$ cat src/rtl/clkcfg_pkg.sv
package clkcfg_pkg;
   // Bit positions of the configuration word; a clock-control register decodes them.
   localparam int unsigned SRC_LSB   = 0;
   localparam int unsigned OSC_LSB   = 2;
   localparam int unsigned PDIV_LSB  = 4;
   localparam int unsigned MUL_LSB   = 8;
   localparam int unsigned DIV_LSB   = 18;
   localparam int unsigned PLLEN_BIT = 24;
   localparam int unsigned SPARE_LSB = 25;

   localparam int unsigned WORD_W = 32;
   localparam int unsigned SRC_W  = 2;
   localparam int unsigned OSC_W  = 2;
   localparam int unsigned PDIV_W = 4;
   localparam int unsigned MUL_W  = 10;
   localparam int unsigned DIV_W  = 6;
   localparam int unsigned SPARE_W = WORD_W - SPARE_LSB;

   typedef enum logic [2:0] {
      ST_IDLE,
      ST_RC,
      ST_PREP,
      ST_SETTLE,
      ST_APPLY,
      ST_FINISH
   } seq_state_e;
endpackage

$ cat src/rtl/clkcfg_word_build.sv
module clkcfg_word_build
   import clkcfg_pkg::*;
(
   input  logic                 use_raw_i,
   input  logic [WORD_W-1:0]    raw_word_i,
   input  logic                 pll_en_i,
   input  logic [DIV_W:0]       xdiv_i,
   input  logic [MUL_W:0]       xmul_i,
   input  logic [4:0]           pdiv_i,
   input  logic [OSC_W-1:0]     osc_mode_i,
   input  logic [SRC_W-1:0]     src_sel_i,
   output logic [WORD_W-1:0]    word_o
);
   logic [DIV_W-1:0]  div_f;
   logic [MUL_W-1:0]  mul_f;
   logic [PDIV_W-1:0] pdiv_f;
   logic [WORD_W-1:0] built;
   logic [DIV_W:0]    div_m1;
   logic [MUL_W:0]    mul_m1;
   logic [PDIV_W-1:0] half;

   always_comb begin
      div_m1 = xdiv_i - 1'b1;
      mul_m1 = xmul_i - 1'b1;
      div_f  = div_m1[DIV_W-1:0];
      mul_f  = mul_m1[MUL_W-1:0];
      // divide-by-1 wraps to all ones, even N maps to N/2-1
      half   = pdiv_i[4:1];
      pdiv_f = half + 4'hF;
      built  = '0;
      built[PLLEN_BIT]                  = pll_en_i;
      built[DIV_LSB  +: DIV_W]          = div_f;
      built[MUL_LSB  +: MUL_W]          = mul_f;
      built[PDIV_LSB +: PDIV_W]         = pdiv_f;
      built[OSC_LSB  +: OSC_W]          = osc_mode_i;
      built[SRC_LSB  +: SRC_W]          = src_sel_i;
      word_o = use_raw_i ? raw_word_i : built;
   end
endmodule

$ cat src/rtl/clkcfg_vco_check.sv
module clkcfg_vco_check
   import clkcfg_pkg::*;
#(
   parameter longint unsigned XTAL_HZ    = 64'd20_000_000,
   parameter longint unsigned VCO_MIN_HZ = 64'd50_000_000,
   parameter longint unsigned VCO_MAX_HZ = 64'd400_000_000,
   parameter bit              REG_OUT    = 1'b0
)(
   input  logic              clk,
   input  logic              rst_n,
   input  logic [WORD_W-1:0] word_i,
   output logic              err_o
);
   localparam int unsigned PROD_W = 64;

   logic [PROD_W-1:0] xtal_x_mul;
   logic [PROD_W-1:0] min_x_div;
   logic [PROD_W-1:0] max_x_div;
   logic [MUL_W:0]    mult;
   logic [DIV_W:0]    divs;
   logic              err_c;

   always_comb begin
      mult = {1'b0, word_i[MUL_LSB +: MUL_W]} + 1'b1;
      divs = {1'b0, word_i[DIV_LSB +: DIV_W]} + 1'b1;
      // compare cross-multiplied to avoid a divider
      xtal_x_mul = PROD_W'(XTAL_HZ) * PROD_W'(mult);
      min_x_div  = PROD_W'(VCO_MIN_HZ) * PROD_W'(divs);
      max_x_div  = PROD_W'(VCO_MAX_HZ) * PROD_W'(divs);
      err_c = word_i[PLLEN_BIT] &&
              ((xtal_x_mul < min_x_div) || (xtal_x_mul > max_x_div));
   end

   generate
      if (REG_OUT) begin : g_reg
         always_ff @(posedge clk or negedge rst_n) begin
            if (!rst_n) err_o <= 1'b0;
            else        err_o <= err_c;
         end
      end else begin : g_comb
         assign err_o = err_c;
      end
   endgenerate
endmodule

$ cat src/rtl/clkcfg_seq_ctrl.sv
module clkcfg_seq_ctrl
   import clkcfg_pkg::*;
#(
   parameter int unsigned SETTLE_CYCLES = 300_000
)(
   input  logic              clk,
   input  logic              rst_n,
   input  logic              start_i,
   input  logic [WORD_W-1:0] word_i,
   output logic              reg_we_o,
   output logic [WORD_W-1:0] reg_data_o,
   output logic              busy_o,
   output logic              done_o
);
   localparam int unsigned CNT_W = $clog2(SETTLE_CYCLES + 1);
   localparam logic [CNT_W-1:0] CNT_LOAD = CNT_W'(SETTLE_CYCLES - 1);

   seq_state_e        state_q, state_d;
   logic [WORD_W-1:0] cfg_q;
   logic [CNT_W-1:0]  cnt_q;
   logic              skip_req;

   assign skip_req = |word_i[SPARE_LSB +: SPARE_W];

   always_comb begin
      state_d = state_q;
      unique case (state_q)
         ST_IDLE:   if (start_i) state_d = skip_req ? ST_FINISH : ST_RC;
         ST_RC:     state_d = ST_PREP;
         ST_PREP:   state_d = ST_SETTLE;
         ST_SETTLE: if (cnt_q == '0) state_d = ST_APPLY;
         ST_APPLY:  state_d = ST_FINISH;
         ST_FINISH: state_d = ST_IDLE;
         default:   state_d = ST_IDLE;
      endcase
   end

   always_ff @(posedge clk or negedge rst_n) begin
      if (!rst_n) begin
         state_q <= ST_IDLE;
         cfg_q   <= '0;
         cnt_q   <= '0;
      end else begin
         state_q <= state_d;
         if (state_q == ST_IDLE && start_i) cfg_q <= word_i;
         if (state_q == ST_PREP)            cnt_q <= CNT_LOAD;
         else if (state_q == ST_SETTLE && cnt_q != '0) cnt_q <= cnt_q - 1'b1;
      end
   end

   always_comb begin
      reg_we_o   = 1'b0;
      reg_data_o = '0;
      unique case (state_q)
         ST_RC: begin
            reg_we_o   = 1'b1;
            reg_data_o = '0;
         end
         ST_PREP: begin
            reg_we_o   = 1'b1;
            reg_data_o = {cfg_q[WORD_W-1:SRC_W], {SRC_W{1'b0}}};
         end
         ST_APPLY: begin
            reg_we_o   = 1'b1;
            reg_data_o = cfg_q;
         end
         default: ;
      endcase
   end

   assign busy_o = (state_q == ST_RC) || (state_q == ST_PREP) ||
                   (state_q == ST_SETTLE) || (state_q == ST_APPLY);
   assign done_o = (state_q == ST_FINISH);
endmodule

$ cat src/rtl/clkcfg_sequencer.sv
module clkcfg_sequencer
   import clkcfg_pkg::*;
#(
   parameter longint unsigned XTAL_HZ       = 64'd20_000_000,
   parameter longint unsigned VCO_MAX_HZ    = 64'd400_000_000,
   parameter int unsigned     SETTLE_CYCLES = 300_000,
   parameter bit              REG_RANGE_ERR = 1'b0
)(
   input  logic        clk,
   input  logic        rst_n,
   input  logic        start_i,
   input  logic        use_raw_i,
   input  logic [31:0] raw_word_i,
   input  logic        pll_en_i,
   input  logic [6:0]  xdiv_i,
   input  logic [10:0] xmul_i,
   input  logic [4:0]  pdiv_i,
   input  logic [1:0]  osc_mode_i,
   input  logic [1:0]  src_sel_i,
   output logic        reg_we_o,
   output logic [31:0] reg_data_o,
   output logic        busy_o,
   output logic        done_o,
   output logic        range_err_o
);
   localparam longint unsigned VCO_MIN_HZ = 64'd50_000_000;

   generate
      if (SETTLE_CYCLES < 1) begin : g_bad_settle
         $error("SETTLE_CYCLES must be at least 1");
      end
      if (VCO_MAX_HZ <= VCO_MIN_HZ) begin : g_bad_window
         $error("VCO_MAX_HZ must exceed the 50 MHz floor");
      end
      if (XTAL_HZ == 0) begin : g_bad_xtal
         $error("XTAL_HZ must be non-zero");
      end
   endgenerate

   logic [WORD_W-1:0] word;

   clkcfg_word_build u_build (
      .use_raw_i  (use_raw_i),
      .raw_word_i (raw_word_i),
      .pll_en_i   (pll_en_i),
      .xdiv_i     (xdiv_i),
      .xmul_i     (xmul_i),
      .pdiv_i     (pdiv_i),
      .osc_mode_i (osc_mode_i),
      .src_sel_i  (src_sel_i),
      .word_o     (word)
   );

   clkcfg_vco_check #(
      .XTAL_HZ    (XTAL_HZ),
      .VCO_MIN_HZ (VCO_MIN_HZ),
      .VCO_MAX_HZ (VCO_MAX_HZ),
      .REG_OUT    (REG_RANGE_ERR)
   ) u_vco (
      .clk    (clk),
      .rst_n  (rst_n),
      .word_i (word),
      .err_o  (range_err_o)
   );

   clkcfg_seq_ctrl #(
      .SETTLE_CYCLES (SETTLE_CYCLES)
   ) u_ctrl (
      .clk        (clk),
      .rst_n      (rst_n),
      .start_i    (start_i),
      .word_i     (word),
      .reg_we_o   (reg_we_o),
      .reg_data_o (reg_data_o),
      .busy_o     (busy_o),
      .done_o     (done_o)
   );
endmodule

$ cat config.mk
export PLATFORM = sky130hd
export DESIGN_NAME = clkcfg_sequencer
export DESIGN_NICKNAME = d
export VERILOG_FILES = /design/src/rtl/clkcfg_pkg.sv /design/src/rtl/clkcfg_word_build.sv /design/src/rtl/clkcfg_vco_check.sv /design/src/rtl/clkcfg_seq_ctrl.sv /design/src/rtl/clkcfg_sequencer.sv
export SDC_FILE = /design/constraint.sdc
export NUM_CORES = 1
export LEC_CHECK = 0
export ABC_AREA = 1
export BUFFER_PORTS_ARGS = -buffer_cell sky130_fd_sc_hd__buf_2
export CORE_MARGIN = 2
export CORE_UTILIZATION = 50
export DETAILED_ROUTE_END_ITERATION = 8
export PLACE_DENSITY = 0.78
export SLEW_MARGIN = 10
export SYNTH_ARGS = -nofsm -noshare
export SYNTH_HDL_FRONTEND = slang
export SYNTH_SLANG_ARGS = --single-unit
$ cat constraint.sdc
create_clock -name clk -period 8.3 [get_ports clk]
set_input_delay 1.245 -clock clk [delete_from_list [all_inputs] [get_ports clk]]
set_output_delay 1.245 -clock clk [all_outputs]
set_load 0.01 [all_outputs]
# == After elaboration in Yosys (flattened, before gate mapping) ==
# Index checks and enable logic that the tools add are counted.
# totals
wordCells,44
ff_bits,54
out_inout_bits,36
# classes
magnitude_cmp,2
n_reduce_logical,14
multipliers,3
n_eq_ne,7
n_mux,9
n_addsub,6
# op_table
cell,count
one-hot mux 32 bit (2 select lines),1
"multiplier 19 x 7 -> 26 bit, first input constant",2
2-to-1 mux 19 bit,2
greater-than comparator 36 bit,1
< comparator 36 x 33 -> 1 bit,1
2-to-1 mux 32 bit,1
"multiplier 17 x 11 -> 28 bit, first input constant",1
logical NOT 19 bit,1
nonzero test 19 bit,1
"subtractor 19 x 1 -> 19 bit, second input constant",1
one-hot mux 3 bit (5 select lines),1
"adder 10 x 1 -> 11 bit, second input constant",1
"subtractor 10 x 1 -> 10 bit, second input constant",1
2-to-1 mux 3 bit,3
"adder 6 x 1 -> 7 bit, second input constant",1
OR reduction 7 bit,1
"equality test 3 x 2 -> 1 bit, second input constant",2
"equality test 3 bit, second input constant",2
"subtractor 6 x 1 -> 6 bit, second input constant",1
"adder 4 bit, second input constant",1
logical OR 1 bit,4
"equality test 3 x 1 -> 1 bit, second input constant",1
logical AND 1 bit,3
logical NOT 3 bit,1
other kinds (6),6

# == Longest topological paths before layout ==
# Gate-level depths: netlist (run 1).
# depth
depth_word,7
mapped_depth,46

# == Hierarchy ==
# Synthesis (run 1) repeated with hierarchy kept, for this count alone.
# unflattened
hier_cells,1453
hier_area_um2,10458.8
# modules_own_cells
module,instances,area_each_um2,cells_each,seq_area_each_um2
clkcfg_vco_check,1,6909.1,929,0.0
clkcfg_seq_ctrl,1,2867.8,379,1351.3
clkcfg_word_build,1,681.9,145,0.0

# == Worst setup path after synthesis (run 1) ==
# No wires, ideal clock.
# synth_path
kind,in2out
startpoint,in xmul_i[0]
endpoint,out range_err_o
slack_ps,-627
path_buffers,0
required_ps,7055
arrival_ps,7682
stages,41
path_cell_list,inv_1 > ha_1 > o21ai_1 > ha_1 > inv_1 > nor3_2 > nand3_1 > nor2_2 > nand2_1 > nand2_1 > nand2_1 > inv_1 > ha_1 > ha_1 > inv_1 > fa_1 > inv_1 > fa_1 > [5 not listed] > nor2_1 > a21oi_1 > o21bai_2 > a21oi_2 > o21bai_1 > nand2_1 > nand2_1 > nand2_1 > nand2_1 > ha_1 > nand2_1 > nor2_1 > nand4_1 > nor4_1 > nand2_1 > nand3_1 > o21ai_0 > a21oi_1
# synth_between
elab_chain_cells,7
elab_cells_between_ends,8
classes_between,add/sub: 2; mul: 1; order compare: 2; mux: 1; reduce/logical: 2
# synth_lines
element,line_no,text
"start, declared",clkcfg_sequencer.sv:16,"input logic [10:0] xmul_i,"
subtractor 10 x 1 -> 10 bit (*),clkcfg_word_build.sv:24,mul_m1 = xmul_i - 1'b1;
2-to-1 mux 32 bit (*),clkcfg_word_build.sv:37,word_o = use_raw_i ? raw_word_i : built;
via u_build.word_o[9],clkcfg_word_build.sv:12,output logic [WORD_W-1:0] word_o
adder 10 x 1 -> 11 bit (*),clkcfg_vco_check.sv:24,"mult = {1'b0, word_i[MUL_LSB +: MUL_W]} + 1'b1;"
multiplier 17 x 11 -> 28 bit (*),clkcfg_vco_check.sv:27,xtal_x_mul = PROD_W'(XTAL_HZ) * PROD_W'(mult);
< comparator 36 x 33 -> 1 bit / greater-than comparator 36 bit (equally long branches),clkcfg_vco_check.sv:31,((xtal_x_mul < min_x_div) || (xtal_x_mul > max_x_div));
logical OR 1 bit (*),clkcfg_vco_check.sv:31,
logical AND 1 bit (*),clkcfg_vco_check.sv:30,err_c = word_i[PLLEN_BIT] &&
"end, declared",clkcfg_sequencer.sv:24,output logic range_err_o
# Mark *: on every way through the listed nets, which the timed path passes. The rest lies on a longest branch.

# == Worst setup path after layout (run 1) ==
# layout_path
startpoint,in xmul_i[1]
endpoint,out range_err_o
# The elaborated chain is that of the path after synthesis.

==> results.md, run 1 <==
- TritonCTS built the clock tree.
- Clock tree synthesis inserted a total of 5 buffers.
- The max-slew violation count was 0.
- Measured along the y axis, the die boundary spans 145.5 um.
- Setup repair after global routing could not meet its margin everywhere.
- The final layout contains routed wiring with a total length of 26.30 mm.
- Once routing completed, OpenROAD measured the worst setup slack at -0.6864 ns.
- The number of warnings printed during yosys synthesis is 0.
- Derived from the worst setup path, the maximum achievable clock frequency is 111.3 MHz.
- Clock tree synthesis found a total of 54 sinks.
- The transition at the pin with the smallest max-transition slack is 0.9142 ns.
- The routed via count divided by cell count is 5.070.
- Measured along the x axis, the die boundary spans 145.5 um.
- STA puts the critical path data arrival time at 7.74 ns.
- The detailed router placed 9,714 vias in this run.
- The most frequent cell on the critical path is nand2_1.
- The number of nets with antenna violations after detailed routing is 0.
- The max-capacitance violation count is 0.
- The worst clock skew is 0.01032 ns.
- The root cell of the clock tree is clkbuf_16.
- The final number of setup-violating endpoints is 1.
- After legalization and detailed placement, the total HPWL measured 22.26 mm.
- The finished cells cover 0.01334 mm^2.
- The kind of end point of the critical path is an output port.
- Synthesis instantiated 54 different standard cells from the library.
- The count of mapped cells out of synthesis is 1,334.
- The largest net degree at the start of global routing is 55.
- In this run the core area contains 51 standard-cell rows.
- For this run, the slowest stage of the critical path takes 0.52 ns.
- The count of cells along the worst hold path is 2.
- The floorplan step defined a die boundary enclosing 0.02118 mm^2.
- The register area share after synthesis is 0.1349.
- The global-route usage over all layers is 0.2541.
- The final hold violation count is 0.
- The number of synthesized register bits is 54.
- The normalized max-slew margin is 0.3899.
- The worst setup path is launched from an input pin.
- The summed instance area of the synthesized netlist is 0.01002 mm^2.
- The average wire per standard cell is 13.73 um.
- The iteration-0 DRC count of the detailed router is 463.
- The per-instance average area after synthesis is 7.509 um^2.
- The via count of the first global-routing pass came to 10,073.
- The clock network latency to the later pin of the worst-skew pair is 0.30 ns.
- 0 antenna diodes ended up in the layout.
- The class of the tightest hold or removal check is flop to flop.
- Summing all placed instances gives a cell area of 0.01276 mm^2.
- The worst path in the final design needs a cycle of 8.986 ns, including I/O delays and setup.
- The final reports fail on setup timing.
- The layout overhead on the synthesized area is 33.16%.
- The most frequently used flop master after synthesis is dfrtp_1.
- The number of input and output port buffers inserted is 96.
- The first-pass GRT wire length is 45.28 mm.
- The total DRC errors in the routed layout is 0.
- The number of nets produced by synthesis is 1,665.
- The master of the slowest instance on the critical path is fa_1.
- The tightest hold margin is 0.4886 ns.
- For this run, asynchronously set or reset flops after synthesis account for 1.000.
- During I/O placement, the number of pins put on the boundary was 100.
- In this run, synthesis inferred 0 flip-flops with an integrated enable.
- The core area is 0.01959 mm^2.
- The first TritonRoute pass finished after 5 iterations.
- The required time at the endpoint of the critical path is 7.05 ns.
- Global routing finished with a remaining overflow of 0.
- The worst-case clock buffer depth is 2.
- The utilization after layout is 0.6809.
- For this run, the post-layout net count is 1,982.
- After clock tree synthesis, the clock-pin slew on the worst setup and hold paths is 0.06 ns.
- The congestion estimate from routability-driven global placement came to 0.8756.
- The ratio of cells with drive above 1 in the final layout is 0.2877.
- The initial utilization of the core area, before any placement, comes to 0.5113.
- The worst register-to-register path has a depth of 12.
- In this run the worst path has a maximum fanout of 3.
- The H-tree generated during clock tree synthesis spans 2 levels.
- The classification of the worst setup path is input pin to output port.
- The run finished, with violations left.
- The number of antenna violations at the first check in global routing was 0.
- The final critical-path share of the clock period is 1.083.
- The total of hold buffers inserted after clock tree synthesis is 0.
-- sequential cells by signal (all words and copies together) (netlist names) --
signal,count
u_ctrl.cfg_q,32
u_ctrl.cnt_q,19
u_ctrl.state_q,3
-- what timing repair did --
action | 4_1_cts | 5_1_grt
endpoints found under the setup margin | 1 | 1
resized for setup | 53 | 16
setup buffers | 10 | 1
pin swaps | 44 | 9
endpoints found under the hold margin | 0 | 0
-- cells by family (layout without fill, tap and decap cells) --
family,after synthesis,in the layout,synth area share
XOR/XNOR,56,56,0.04971
flip-flops,54,54,0.1349
buffers and inverters,304,621,0.1162
AO/OA/AOI/OAI,199,199,0.1167
multiplexers,2,2,0.001999
AND/OR/NAND/NOR,452,452,0.1984
adder cells (fa/ha/maj),267,267,0.3822
-- layer usage --
layer	track usage	vias to the layer above	wire length, um
li1	-	4906	-
met3	0.02539	37	1270
met4	0.08088	0	563
met5	0	-	0
met2	0.4626	245	13000
met1	0.3164	4526	11470
-- Yosys cell counts, drive strengths merged, types with 3 or more instances --
cell type,n,area [um^2]
inv,288,1081
nand2,238,920.9
ha,202,2527
nor2,120,499.2
o21ai,83,437.9
a21oi,78,394.1
fa,65,1301
dfrtp,54,1351
nand3,43,225.2
xor2,33,296.5
xnor2,23,201.4
nand4,21,137.6
nor3,16,106.4
clkbuf,13,48.80
o31ai,10,75.07
a31oi,6,67.56
o211ai,6,45.04
or2,6,37.54
o21a,4,37.53
o21bai,4,37.53
buf,3,33.78
-- area by class of cell --
class | count | area, um^2
Inverter | 288 | 1106
Clock buffer | 5 | 125.1
Clock inverter | 2 | 15.01
Sequential cell | 54 | 1351
Multi-Input combinational cell | 976 | 8117
Fill cell | 1499 | 6251
Timing Repair Buffer | 326 | 2293
Tap cell | 265 | 331.6
-- critical path, delay by kind of cell --
kind	cells	cell delay, ns
adder cells (fa/ha/maj)	9	3.05
AO/OA/AOI/OAI	7	0.98
AND/OR/NAND/NOR	18	1.98
buffers and inverters	8	0.50
-- final timing paths --
check                                      start          endpoint  slack, ns
worst max-delay path                   xmul_i[1]       range_err_o      -0.69
worst min-delay path            u_ctrl.cfg_q[13]  u_ctrl.cfg_q[13]       0.49
worst max register to register   u_ctrl.cnt_q[1]  u_ctrl.cnt_q[18]       6.12
worst min register to register  u_ctrl.cfg_q[13]  u_ctrl.cfg_q[13]       0.49
max in group asynchronous                  rst_n   u_ctrl.cfg_q[3]       6.79
min in group asynchronous                  rst_n   u_ctrl.cnt_q[7]       1.06
-- per-stage QoR --
step,instances,setup slack (ns),setup TNS [ns]
finish,1916,-0.6864,-0.6864
global route,1916,-1.045,-1.045
CTS,1915,-0.6051,-0.6051
detailed placement,1898,-0.9206,-0.9206
global placement,1898,-0.7556,-0.7556
floorplan,1334,-0.1294,-0.1294
-- cells in the final DEF, fill, tap and decap left out, types with 4 or more instances in the layout --
master	count
buf_4	223
nand2_1	217
inv_1	263
inv_2	19
o21ai_1	14
nor2_2	9
xnor2_1	20
fa_1	63
o211ai_1	6
nor2_4	7
nand2_2	17
a21oi_1	66
xor2_4	6
nor3_1	10
o21ai_0	62
nor3_2	4
o21ai_2	5
nor2_1	103
o31ai_1	10
a21oi_2	12
xor2_1	24
ha_4	19
nand4_1	20
buf_2	94
nand2_4	4
clkbuf_16	5
ha_1	183
nand3_1	38
buf_12	5
inv_4	5
dfrtp_1	54
Power of run 1 is not shown: default switching activity piles up to over one toggle a cycle in this logic, so the estimate is an artifact.
==> run 2, diff against run 1 <==
--- a/config.mk
+++ b/config.mk
@@ -10,7 +10,7 @@
 export CORE_MARGIN = 2
 export CORE_UTILIZATION = 50
 export DETAILED_ROUTE_END_ITERATION = 8
-export PLACE_DENSITY = 0.78
+export PLACE_DENSITY = 0.75
 export SLEW_MARGIN = 10
 export SYNTH_ARGS = -nofsm -noshare
 export SYNTH_HDL_FRONTEND = slang
==> constraint.sdc (replaced) <==
create_clock -name clk -period 11.2 [get_ports clk]
set_input_delay 1.68 -clock clk [delete_from_list [all_inputs] [get_ports clk]]
set_output_delay 1.68 -clock clk [all_outputs]
set_load 0.01 [all_outputs]
==> run 2 against run 1 <==
The run now ends clean. Worst setup slack gained 1.3 ns. Die area did not move. Global-route usage down 3.6 points. Register-to-register slack gained 2.9 ns. Critical endpoint unchanged.
==> results.md, run 2 (same netlist as run 1, synthesis figures left out) <==
- The critical path launch point type is an input pin.
- The total number of vias is 8,577 (-12%).
- The number of nets with antenna violations after detailed routing is 0 (unchanged).
- The endpoint of the worst hold path is u_ctrl.cnt_q[17].
- The register with the highest flop count is u_ctrl.cfg_q.
- The delay of the slowest critical-path stage is 0.53 ns (about the same).
- The total DRC errors in the routed layout is 0 (unchanged).
- The setup slack of the critical path after layout was 0.5730 ns (+1.259 ns).
- The level count of the clock H-tree is 2 (unchanged).
- The global-route usage over all layers came to 0.2182 (-0.03582).
- The leftover overflow at the end of global routing came to 0 (unchanged).
- The root cell of the clock tree is clkbuf_16.
- The final number of setup-violating endpoints is 0 (-1).
- The worst-case clock buffer depth is 2 (unchanged).
- The post-route non-filler standard cell count is 1,700 (-11%).
- The tightest min-delay check is of the flop to flop type.
- The master of the slowest instance on the critical path is fa_1.
- The max-capacitance violation count is 0 (unchanged).
- The count of standard-cell rows came to 51 (unchanged).
- The iteration-0 DRC count of the detailed router is 378 (-18%).
- The first-pass detailed-route iteration total is 5 (unchanged).
- The kind of end point of the critical path is an output port.
- The largest net degree at the start of global routing is 55 (unchanged).
- The normalized max-slew margin was 0.4108 (+0.02089).
- The total wire length is 22.48 mm (-15%).
- Setup repair after global routing left no endpoint under its margin.
- In the final layout, the registers with the most flip-flops are u_ctrl.cfg_q: 32 flops, u_ctrl.cnt_q: 19 flops, u_ctrl.state_q: 3 flops.
- In the layout the commonest cells are inv_1, nand2_1, ha_1, nor2_1, buf_2.
- The core area is 0.01959 mm^2 (unchanged).
- The number of buffer and inverter instances along the worst setup path came to 9 (+1).
- The first-pass GRT wire length is 39.52 mm (-13%).
- The tightest hold margin is 0.4763 ns (-0.01228 ns).
- The data arrival time of the critical path came to 8.95 ns (+1.21 ns).
- The launch point of the worst hold path is u_ctrl.cnt_q[17].
- The number of input and output port buffers inserted is 96 (unchanged).
- The count of cells along the worst hold path is 1 (-1).
- The via count of the first global-routing pass is 8,441 (-16%).
- The transition at the pin with the smallest max-transition slack was 0.8829 ns (-0.03130 ns).
- The final net count is 1,763 (-11%).
- The depth of the worst register-to-register path is 12 (unchanged).
- The total of hold buffers inserted after clock tree synthesis is 0 (unchanged).
- The final hold violation count is 0 (unchanged).
- The number of cells after detailed placement came to 1,690 (-11%).
- TritonCTS built the clock tree.
- The flip-flop count of the largest register after layout was 32 (unchanged).
- The placed wire-length estimate is 19.66 mm (-12%).
- The average wire per standard cell is 13.22 um (-3.7%).
- The routed via count divided by cell count is 5.045 (-0.49%).
- The final critical-path share of the clock period is 0.9488.
- The clock-pin slew on the worst setup and hold paths is 0.07 ns (about the same).
- The number of antenna violations at the first check in global routing was 1 (+1).
- The clock network latency to the later pin of the worst-skew pair is 0.29 ns (about the same).
- The max-slew violation count is 0 (unchanged).
- The worst clock skew came to 0.01048 ns (+0.0001626 ns).
- The classification of the worst setup path is input pin to output port.
- The ratio of cells with drive above 1 in the final layout is 0.1186 (-0.1691).
- The required time at the endpoint of the critical path is 9.52 ns (+2.47 ns).
- The width of the chip is 145.5 um (unchanged).
- The initial core utilization is 0.5113 (unchanged).
- The total clock buffers created by CTS was 5 (unchanged).
- The sum of negative setup slack is 0 ns (+0.6864 ns).
- The run finished with clean final reports.
- The overall die area is 0.02118 mm^2 (unchanged).
- In this run the critical register-to-register path is launched from u_ctrl.cnt_q[0].
- The worst-case setup slack after placement is 0.3787 ns (+1.299 ns).
- The final weighted congestion in routability-driven placement is 0.8735 (-0.24%).
- The kind of cell with the highest combined delay along the critical path is adder cells.
- The smallest clock period supported by the final layout is computed as 10.63 ns.
- The most frequent cell on the critical path is nand2_1.
- The highest net fanout along the worst path came to 5 (+2).
- Relative to the synthesized area, the layout overhead comes to 9.855%.
- Leaving out fill and tap cells, the most frequent cell in the layout is inv_1.
- The flop-to-flop setup slack is 9.05 ns (+2.93 ns).
- The floorplan die height is 145.5 um (unchanged).
- The maximum clock rate is 94.10 MHz.
- The top-level port count was 100 (unchanged).
- The endpoint of the most critical register-to-register path is u_ctrl.cnt_q[12].
- The clock net sink count is 54 (unchanged).
[run 2: cell types whose count changed in the layout (fill, tap and decap cells not counted), moves of 6 or more]
cell,before,now
ha_4,19,0
inv_1,263,275
nand2_1,217,231
xor2_1,24,32
nand2_2,17,5
a21oi_2,12,2
inv_2,19,13
buf_4,223,11
xor2_4,6,0
nor2_1,103,112
ha_1,183,202
a21oi_1,66,76
[run 2: final cells by class]
cell class / count / area (um^2)
Fill cell: 1807 / 8586
Multi-Input combinational cell: 976 / 7516
Sequential cell: 54 / 1351
Inverter: 288 / 1081
Timing Repair Buffer: 107 / 563.0
Tap cell: 265 / 331.6
Clock buffer: 6 / 138.9
Clock inverter: 2 / 17.52
Antenna cell: 2 / 5.005
[run 2: per-layer routing]
| layer | GRT usage | vias up | share of wire | routed length [um] |
|---|---|---|---|---|
| met1 | 0.3038 | 3953 | 0.48 | 10840 |
| li1 | - | 4469 | - | - |
| met5 | 0 | - | 0 | 0 |
| met4 | 0.02941 | 0 | 0.0068 | 153 |
| met2 | 0.3818 | 142 | 0.47 | 10630 |
| met3 | 0.01693 | 13 | 0.038 | 854 |
[run 2: worst reg2reg max path: cells and delay by family, from the launching register on]
family,cells,cell delay [ns]
adder cells (fa/ha/maj),1,0.23
buffers and inverters,2,0.17
AO/OA/AOI/OAI,2,0.25
flip-flops,1,0.38
AND/OR/NAND/NOR,7,1.02
[run 2: worst max-delay path by stage]
stage | from | to | slack [ns] | cells past startpoint
6_report | xmul_i[0] | range_err_o | 0.57 | 43
3_5_place_dp | xmul_i[0] | range_err_o | 0.38 | 43
2_1_floorplan | xmul_i[0] | range_err_o | 1.40 | 41
3_3_place_gp | xmul_i[0] | range_err_o | 0.50 | 43
5_1_grt | xmul_i[0] | range_err_o | 0.006 | 42
4_1_cts | xmul_i[0] | range_err_o | 0.35 | 43
[run 2: per-stage QoR]
step,cell area (um^2),util
3_3_place_gp,10830,0.5528
5_1_grt,11000,0.5615
2_1_floorplan,10020,-
3_5_place_dp,10830,0.5528
6_report,11000,0.5617
4_1_cts,10990,0.5608
[run 2: what timing repair did]
item,4_1_cts,5_1_grt
setup buffers,0,0
setup endpoints to repair,0,1
resized for setup,0,4
Power of run 2 is left out for the same reason.
